## src/rtl/wbq_pkg.sv

```systemverilog
package wbq_pkg;
  localparam int REG_IDX_W = 5;
  localparam int DATA_W    = 32;

  typedef enum logic [1:0] {
    REC_ALU   = 2'd0,
    REC_LOAD  = 2'd1,
    REC_STORE = 2'd2,
    REC_HOST  = 2'd3
  } rec_kind_e;

  typedef struct packed {
    rec_kind_e              kind;
    logic [REG_IDX_W-1:0]   dest;
    logic [DATA_W-1:0]      data;
  } wb_rec_t;

  function automatic logic rec_writes_reg(rec_kind_e k);
    return (k == REC_ALU) || (k == REC_LOAD);
  endfunction
endpackage

```

## src/rtl/wbq_ctrl.sv

```systemverilog
module wbq_ctrl #(
  parameter  int DEPTH = 4,
  localparam int PTR_W = (DEPTH > 1) ? $clog2(DEPTH) : 1,
  localparam int CNT_W = $clog2(DEPTH + 1)
) (
  input  logic             clk_i,
  input  logic             rst_ni,
  input  logic             clr_i,
  input  logic             enq_i,
  input  logic             deq_i,
  output logic             enq_ok_o,
  output logic             deq_ok_o,
  output logic [PTR_W-1:0] wr_ptr_o,
  output logic [PTR_W-1:0] rd_ptr_o,
  output logic             full_o,
  output logic             empty_o
);
  logic [CNT_W-1:0] cnt_q;
  logic [PTR_W-1:0] wr_q, rd_q;

  function automatic logic [PTR_W-1:0] bump(logic [PTR_W-1:0] p);
    return (p == PTR_W'(DEPTH - 1)) ? '0 : p + 1'b1;
  endfunction

  assign full_o   = (cnt_q == CNT_W'(DEPTH));
  assign empty_o  = (cnt_q == '0);
  assign deq_ok_o = deq_i && !empty_o && !clr_i;
  // full queue accepts a push only when the head leaves in the same cycle
  assign enq_ok_o = enq_i && !clr_i && (!full_o || deq_ok_o);
  assign wr_ptr_o = wr_q;
  assign rd_ptr_o = rd_q;

  always_ff @(posedge clk_i or negedge rst_ni) begin
    if (!rst_ni) begin
      cnt_q <= '0;
      wr_q  <= '0;
      rd_q  <= '0;
    end else if (clr_i) begin
      cnt_q <= '0;
      wr_q  <= '0;
      rd_q  <= '0;
    end else begin
      if (enq_ok_o) wr_q <= bump(wr_q);
      if (deq_ok_o) rd_q <= bump(rd_q);
      case ({enq_ok_o, deq_ok_o})
        2'b10:   cnt_q <= cnt_q + 1'b1;
        2'b01:   cnt_q <= cnt_q - 1'b1;
        default: cnt_q <= cnt_q;
      endcase
    end
  end
endmodule

```

## src/rtl/wbq_slots.sv

```systemverilog
module wbq_slots
  import wbq_pkg::*;
#(
  parameter  int DEPTH = 4,
  localparam int PTR_W = (DEPTH > 1) ? $clog2(DEPTH) : 1
) (
  input  logic                  clk_i,
  input  logic                  rst_ni,
  input  logic                  clr_i,
  input  logic                  we_i,
  input  logic [PTR_W-1:0]      wr_ptr_i,
  input  wb_rec_t               wr_rec_i,
  input  logic                  re_i,
  input  logic [PTR_W-1:0]      rd_ptr_i,
  output wb_rec_t [DEPTH-1:0]   slots_o,
  output logic    [DEPTH-1:0]   occ_o
);
  for (genvar i = 0; i < DEPTH; i++) begin : g_slot
    logic hit_wr, hit_rd;
    assign hit_wr = we_i && (wr_ptr_i == PTR_W'(i));
    assign hit_rd = re_i && (rd_ptr_i == PTR_W'(i));

    always_ff @(posedge clk_i) begin
      if (hit_wr) slots_o[i] <= wr_rec_i;
    end

    // refill of the slot being vacated keeps it occupied
    always_ff @(posedge clk_i or negedge rst_ni) begin
      if (!rst_ni)     occ_o[i] <= 1'b0;
      else if (clr_i)  occ_o[i] <= 1'b0;
      else if (hit_wr) occ_o[i] <= 1'b1;
      else if (hit_rd) occ_o[i] <= 1'b0;
    end
  end
endmodule

```

## src/rtl/wbq_search.sv

```systemverilog
module wbq_search
  import wbq_pkg::*;
#(
  parameter int DEPTH = 4
) (
  input  wb_rec_t [DEPTH-1:0]   slots_i,
  input  logic    [DEPTH-1:0]   occ_i,
  input  logic [REG_IDX_W-1:0]  idx_i,
  output logic                  hit_o
);
  logic [DEPTH-1:0] match;
  for (genvar i = 0; i < DEPTH; i++) begin : g_cmp
    assign match[i] = occ_i[i] && rec_writes_reg(slots_i[i].kind)
                      && (slots_i[i].dest == idx_i);
  end
  assign hit_o = |match;
endmodule

```

## src/rtl/wb_hazard_queue.sv

```systemverilog
module wb_hazard_queue
  import wbq_pkg::*;
#(
  parameter  int DEPTH  = 4,
  localparam int PTR_W  = (DEPTH > 1) ? $clog2(DEPTH) : 1,
  localparam int NPORTS = 2
) (
  input  logic        clk_i,
  input  logic        rst_ni,
  input  logic        clr_i,
  input  logic        enq_i,
  input  logic [1:0]  enq_kind_i,
  input  logic [4:0]  enq_dest_i,
  input  logic [31:0] enq_data_i,
  input  logic        deq_i,
  output logic        full_o,
  output logic        empty_o,
  output logic [1:0]  head_kind_o,
  output logic [4:0]  head_dest_o,
  output logic [31:0] head_data_o,
  input  logic [4:0]  srch_a_idx_i,
  output logic        srch_a_hit_o,
  input  logic [4:0]  srch_b_idx_i,
  output logic        srch_b_hit_o
);
  logic                  enq_ok, deq_ok;
  logic [PTR_W-1:0]      wr_ptr, rd_ptr;
  wb_rec_t               in_rec, head_rec;
  wb_rec_t [DEPTH-1:0]   slots;
  logic    [DEPTH-1:0]   occ;
  logic [REG_IDX_W-1:0]  idx [NPORTS];
  logic [NPORTS-1:0]     hit;

  assign in_rec = '{kind: rec_kind_e'(enq_kind_i), dest: enq_dest_i, data: enq_data_i};

  wbq_ctrl #(.DEPTH(DEPTH)) u_ctrl (
    .clk_i, .rst_ni, .clr_i, .enq_i, .deq_i,
    .enq_ok_o(enq_ok), .deq_ok_o(deq_ok),
    .wr_ptr_o(wr_ptr), .rd_ptr_o(rd_ptr),
    .full_o, .empty_o
  );

  wbq_slots #(.DEPTH(DEPTH)) u_slots (
    .clk_i, .rst_ni, .clr_i,
    .we_i(enq_ok), .wr_ptr_i(wr_ptr), .wr_rec_i(in_rec),
    .re_i(deq_ok), .rd_ptr_i(rd_ptr),
    .slots_o(slots), .occ_o(occ)
  );

  assign idx[0] = srch_a_idx_i;
  assign idx[1] = srch_b_idx_i;

  for (genvar p = 0; p < NPORTS; p++) begin : g_port
    wbq_search #(.DEPTH(DEPTH)) u_srch (
      .slots_i(slots), .occ_i(occ), .idx_i(idx[p]), .hit_o(hit[p])
    );
  end

  assign srch_a_hit_o = hit[0];
  assign srch_b_hit_o = hit[1];

  assign head_rec    = empty_o ? '0 : slots[rd_ptr];
  assign head_kind_o = head_rec.kind;
  assign head_dest_o = head_rec.dest;
  assign head_data_o = head_rec.data;
endmodule

```

## config.mk

```make
export PLATFORM = sky130hd
export DESIGN_NAME = wb_hazard_queue
export DESIGN_NICKNAME = d
export VERILOG_FILES = /design/src/rtl/wbq_pkg.sv /design/src/rtl/wbq_ctrl.sv /design/src/rtl/wbq_slots.sv /design/src/rtl/wbq_search.sv /design/src/rtl/wb_hazard_queue.sv
export SDC_FILE = /design/constraint.sdc
export NUM_CORES = 1
export LEC_CHECK = 0
export BUFFER_PORTS_ARGS = -buffer_cell sky130_fd_sc_hd__buf_2
export CORE_ASPECT_RATIO = 1.25
export CORE_MARGIN = 1
export CORE_UTILIZATION = 57
export CTS_CLUSTER_SIZE = 12
export DETAILED_ROUTE_END_ITERATION = 8
export PLACE_DENSITY = 0.79
export SYNTH_ARGS = -nofsm -noshare
export SYNTH_HDL_FRONTEND = slang
export SYNTH_SLANG_ARGS = --single-unit
```

## constraint.sdc

```tcl
create_clock -name clk_i -period 2.6 [get_ports clk_i]
set_clock_uncertainty 0.1 [all_clocks]
set_input_delay 0.52 -clock clk_i [delete_from_list [all_inputs] [get_ports clk_i]]
set_output_delay 0.52 -clock clk_i [all_outputs]
set_load 0.03 [all_outputs]
```

Yosys cells after proc, flatten, opt, wreduce, memory -nomap -nowiden
Cells that the tools add are included.
- reduce and logical (&&, ||, !) cells: 48
- order comparisons: 1
- eq/ne operators: 21
- add/sub/neg operators: 4
- mux-type cells: 23
- operators by type and width (cell ; count):
    $bmux 39 s2 ; 1
    $mux 39 ; 2
    $eq 5x5->1 ; 8
    $logic_and 1x1->1 ; 24
    $reduce_bool 3->1 ; 5
    $eq 2x1->1 const B ; 7
    $logic_not 2->1 ; 6
    $mux 1 ; 12
    $mux 2 ; 6
    $eq 2x2->1 const B ; 5
    $reduce_or 4->1 ; 2
    $pmux 3 s2 ; 1
    $logic_or 1x1->1 ; 5
    $add 2x1->2 const B ; 2
    $reduce_bool 2->1 ; 2
    $add 3x1->3 const B ; 1
    $eq 3x3->1 const B ; 1
    $logic_not 1->1 ; 3
    $logic_not 3->1 ; 1
    $lt 2x3->1 const B ; 1
    $mux 3 ; 1
    $sub 3x1->3 const B ; 1
- input port bits: 54
- output and inout bits: 43
- bits in registers: 167
- word-level logic and storage cells: 116

Logic depth before layout (Yosys ltp)
- depth after elaboration: 9
- mapped depth: 9

Hierarchy
A second synthesis with hierarchy kept.
- cell total of the unflattened synthesis: 433
- area, all modules: 7098.1 µm²
- by module, submodules not included (module ; times used ; area an instance (µm²) ; cells each ; seq. area each (µm²)):
    wbq_slots ; 1 ; 4907.2 ; 178 ; 4784.6
    wb_hazard_queue ; 1 ; 1191.1 ; 136 ; 0.0
    wbq_ctrl ; 1 ; 509.2 ; 59 ; 175.2
    wbq_search ; 2 ; 245.2 ; 30 ; 0.0

Worst setup path before layout
No wires, ideal clock.
- kind: input port to flip-flop
- start point: input clr_i
- end point: register u_slots.slots_o[0] in the netlist's numbering, enable pin
- buffers on the path: 1
- cell stages on the path: 3
- required time: 2.100 ns
- path slack: 0.161 ns
- arrival: 1.939 ns
- path through: clkbuf_1 -> nor2_2 -> and2_1
- word-level cells in the longest chain between the ends: 5
- ends and longest elaborated chain (what ; RTL line ; source):
    start, declared ; wb_hazard_queue.sv:10 ; input logic clr_i,
    $logic_not 1->1 * ; wbq_ctrl.sv:27, wbq_ctrl.sv:29 ;
    $logic_and 1x1->1 ; wbq_ctrl.sv:27 ; assign deq_ok_o = deq_i && !empty_o && !clr_i;
    $logic_or 1x1->1 ; wbq_ctrl.sv:29 ; assign enq_ok_o = enq_i && !clr_i && (!full_o || deq_ok_o);
    $logic_and 1x1->1 * ; wbq_ctrl.sv:29 ;
    $logic_and 1x1->1 * ; wbq_slots.sv:20 ; assign hit_wr = we_i && (wr_ptr_i == PTR_W'(i));
    net u_slots.g_slot[0].hit_wr ; wbq_slots.sv:19 ; logic hit_wr, hit_rd;
    end signal, assigned by index ; wbq_slots.sv:24 ; if (hit_wr) slots_o[i] <= wr_rec_i;
    end, declared ; wbq_slots.sv:15 ; output wb_rec_t [DEPTH-1:0] slots_o,
The timed path passes the listed nets; every way through them passes the cells marked *.
A chain may end at the register's enable or synchronous reset.

Worst setup path after layout
- start point: register u_ctrl.rd_q[0], in the netlist u_ctrl.rd_ptr_o[0]
- end point: output head_kind_o[0]
- word-level cells in the longest chain between the ends: 3
- ends and longest elaborated chain (what ; RTL line ; source):
    start, declared ; wbq_ctrl.sv:19 ; logic [PTR_W-1:0] wr_q, rd_q;
    start signal, assigned ; wbq_ctrl.sv:44 ; if (deq_ok_o) rd_q <= bump(rd_q);
    $bmux 39 s2 ; wb_hazard_queue.sv:62 ; assign head_rec = empty_o ? '0 : slots[rd_ptr];
    $mux 39 (implied by the code) ; wb_hazard_queue.sv:62 ;
    $mux 39 ; wb_hazard_queue.sv:62 ;
    end, declared ; wb_hazard_queue.sv:18 ; output logic [1:0] head_kind_o,
Every way passes these cells. The select of a mux whose other input is x is not followed.

==> results.txt <==
Outcome = complete, no violations
CTS tree = built
CP required = 1980 ps
DRC Markers = 0
Max-cap violations = 0
Top cell type's share of synthesized area = 64.8%
Routed wl met3 = 539 um
Ranking of synthesized cells by area = edfxtp_1 (65%), mux4_2 (12%), xor2_1 (4.0%), dfrtp_1 (3.8%), nor2b_1 (3.8%)
Worst skew pair latency = 420 ps
Reg2reg setup slack = 230 ps
WL met2 = 7.06 mm
HP Class = in2reg
Non-Filler Instances = 693
Post-synthesis sequential area ratio = 68.6%
I/O Pins = 97
Pwr/cell area = 801 nW/um2
WL/cell = 19.8 um
Leak = 3.06 nW
# rows = 45
Post-synth design cell area = 7230 um2
Die Wd = 103 um
Maximum buffer depth of the clock tree = 2
Synth Register Bits = 167
Multi-input combinational cell area = 2110 um2
Worst vdd ir = 0.534 mV
Placed Cells = 658
Synth area leader = edfxtp_1
Dpl ws = 200 ps
Tightest Pin Transition = 506 ps
Max-slew violation count = 0
H-tree levels = 4
TritonRoute pass-1 iters = 4
Nets = 579
Antenna violations before repair = 0
Core area = 12300 um2
Crit end category = output pin
Crit path kind = reg2out
Fillers = 823
Mapped Avg Cell Area = 18.0 um2
Pin count of the biggest net entering global routing = 42
Port Buf Inserts = 96
Max-slew headroom = 66.3%
WP data arrival = 1970 ps
Syn Nets = 465
Final hold vios = 0
Setup crit start kind = flip-flop
Yosys Warn Count = 0
GP Congestion = 1.10
Vias in the first global route = 3882
Die ar. = 13100 um2
Starting Density = 58.9%
Share of post-route cells with drive strength above 1 = 37.6%
Final worst slack = 11.3 ps
Root buffer cell = clkbuf_16
Met1 wire length = 5.89 mm
RSZ-0062 raised after global routing = yes
Setup violators final = 0
Flip-flop and latch area = 4970 um2
Cells after Synth = 402
WL final = 13.7 mm
CTS clk-pin slew, worst paths = 70 ps
Global-route usage over all layers = 22.5%
First-pass GRT wire length = 21.0 mm
Top routing layer used = met4
Die H = 128 um
CTS buffer count = 17
Number of DRC markers in iteration 0 = 220
Period utilization = 99.6%
Vias = 3909
HPWL Detailed = 8.77 mm
Inserted Diodes = 0
Clock sink count = 167
Tmin final = 2590 ps
ANT nets after route = 0
Max Clk Rate = 386 MHz
CP max FO = 13
Area grow syn2layout = 18.9%
DR vias/cell = 5.64
Grt ovf = 0
Number of distinct library cells after synthesis = 39
cell families (layout without fill, tap and decap cells):
logic type	Yosys count	count (layout)	share of synthesized area (%)
buffers and inverters	28	155	2.34
AO/OA/AOI/OAI	19	19	2.29
XOR/XNOR	41	41	4.97
adder cells (fa/ha/maj)	9	9	1.66
AND/OR/NAND/NOR	97	97	7.65
flip-flops	167	167	68.6
multiplexers	41	41	12.5
metal layers:
layer / track usage, % / vias to the layer above
met4: 7.06 / 0
li1: - / 1788
met2: 36.0 / 116
met1: 31.0 / 1988
met5: 0 / -
met3: 5.07 / 17
worst max-delay path: stages (launching register included):
cell and delay, ps:
dfrtp_4 500, buf_12 190, mux4_2 510, nor2b_2 190, buf_6 160
sequential cells by signal, summed over array words and instances (netlist names):
name,cells
u_ctrl.cnt_q,3
u_ctrl.rd_ptr_o,2
u_ctrl.wr_ptr_o,2
u_slots.occ_o,4
u_slots.slots_o,156
per-stage QoR:
stage | cell area, um2 | hold WS [ps] | TNS [ps] | util, % | power [mW]
after global placement | 7970 | 306 | 0 | 64.9 | 4.50
after global routing | 8590 | 199 | -1210 | 70.0 | 7.14
after floorplan | 7230 | 124 | 0 | - | 4.11
final | 8590 | 210 | 0 | 70.0 | 6.88
after detailed placement | 7970 | 314 | 0 | 64.9 | 4.52
after CTS | 8580 | 204 | -131 | 69.9 | 6.92
cells in the final DEF, fill, tap and decap left out, types with 2 or more instances in the layout:
cell	instances
edfxtp_1	156
buf_2	90
nor2b_1	43
mux4_2	39
xor2_1	33
buf_4	19
clkbuf_16	17
nand2_1	10
nor4_1	9
nand3_1	9
dfrtp_1	9
xnor2_1	8
nor2_1	8
ha_1	8
a21oi_1	6
inv_6	6
inv_1	5
and2_2	4
a32o_1	4
buf_12	4
nand2b_1	3
clkinv_4	3
buf_6	3
nor3_1	2
nand4_1	2
or3_1	2
clkinv_2	2
dfrtp_4	2
final timing paths:
check                                        start              endpoint  cells after the start
worst min register to register    u_slots.occ_o[0]      u_slots.occ_o[0]                      1
min in group asynchronous                   rst_ni       u_ctrl.cnt_q[1]                      2
worst max-delay path            u_ctrl.rd_ptr_o[0]        head_kind_o[0]                      4
worst min-delay path                enq_data_i[23]  u_slots.slots_o[101]                      1
worst max register to register     u_ctrl.cnt_q[2]       u_ctrl.cnt_q[1]                      7
max in group asynchronous                   rst_ni    u_ctrl.rd_ptr_o[1]                      2
cells in the mapped netlist:
cell and number:
a2111oi_2 1, a21oi_1 6, a221oi_1 1, a22o_1 1
a32o_1 4, a32oi_1 1, and2_1 5, buf_2 4
buf_4 5, buf_6 5, clkbuf_1 8, dfrtp_1 11
edfxtp_1 156, fa_1 1, ha_1 8, inv_1 5
inv_4 1, mux2_2 1, mux2i_1 1, mux4_2 39
nand2_1 10, nand2b_1 3, nand3_1 9, nand3b_1 1
nand4_1 2, nor2_1 8, nor2_2 1, nor2b_1 44
nor3_1 2, nor3_2 1, nor4_1 9, o21a_1 1
o21ai_0 1, o21bai_1 1, o22ai_1 1, o41ai_4 1
or3_1 2, xnor2_1 8, xor2_1 33
report_power, final:
| part | leakage, nW | switching (mW) | internal [mW] |
|---|---|---|---|
| combinational | 1.22 | 0.850 | 0.551 |
| sequential | 1.56 | 0.0580 | 3.03 |
| clock | 0.279 | 1.05 | 1.34 |
layout make-up:
cell class	count	area share, %
clock buffers	17	4.95
inverters	6	0.291
flip-flops and latches	167	57.8
multi-input cells	207	24.6
repair buffers	117	8.34
clock inverters	15	1.65
well taps	164	2.39
timing repair:
action	in CTS	in global routing
resized for setup	8	4
endpoints found under the setup margin	37	38
hold buffers	1	0
endpoints found under the hold margin	11	0
buffers inserted	2	0
Note: power is estimated with default switching activity, not from simulation.
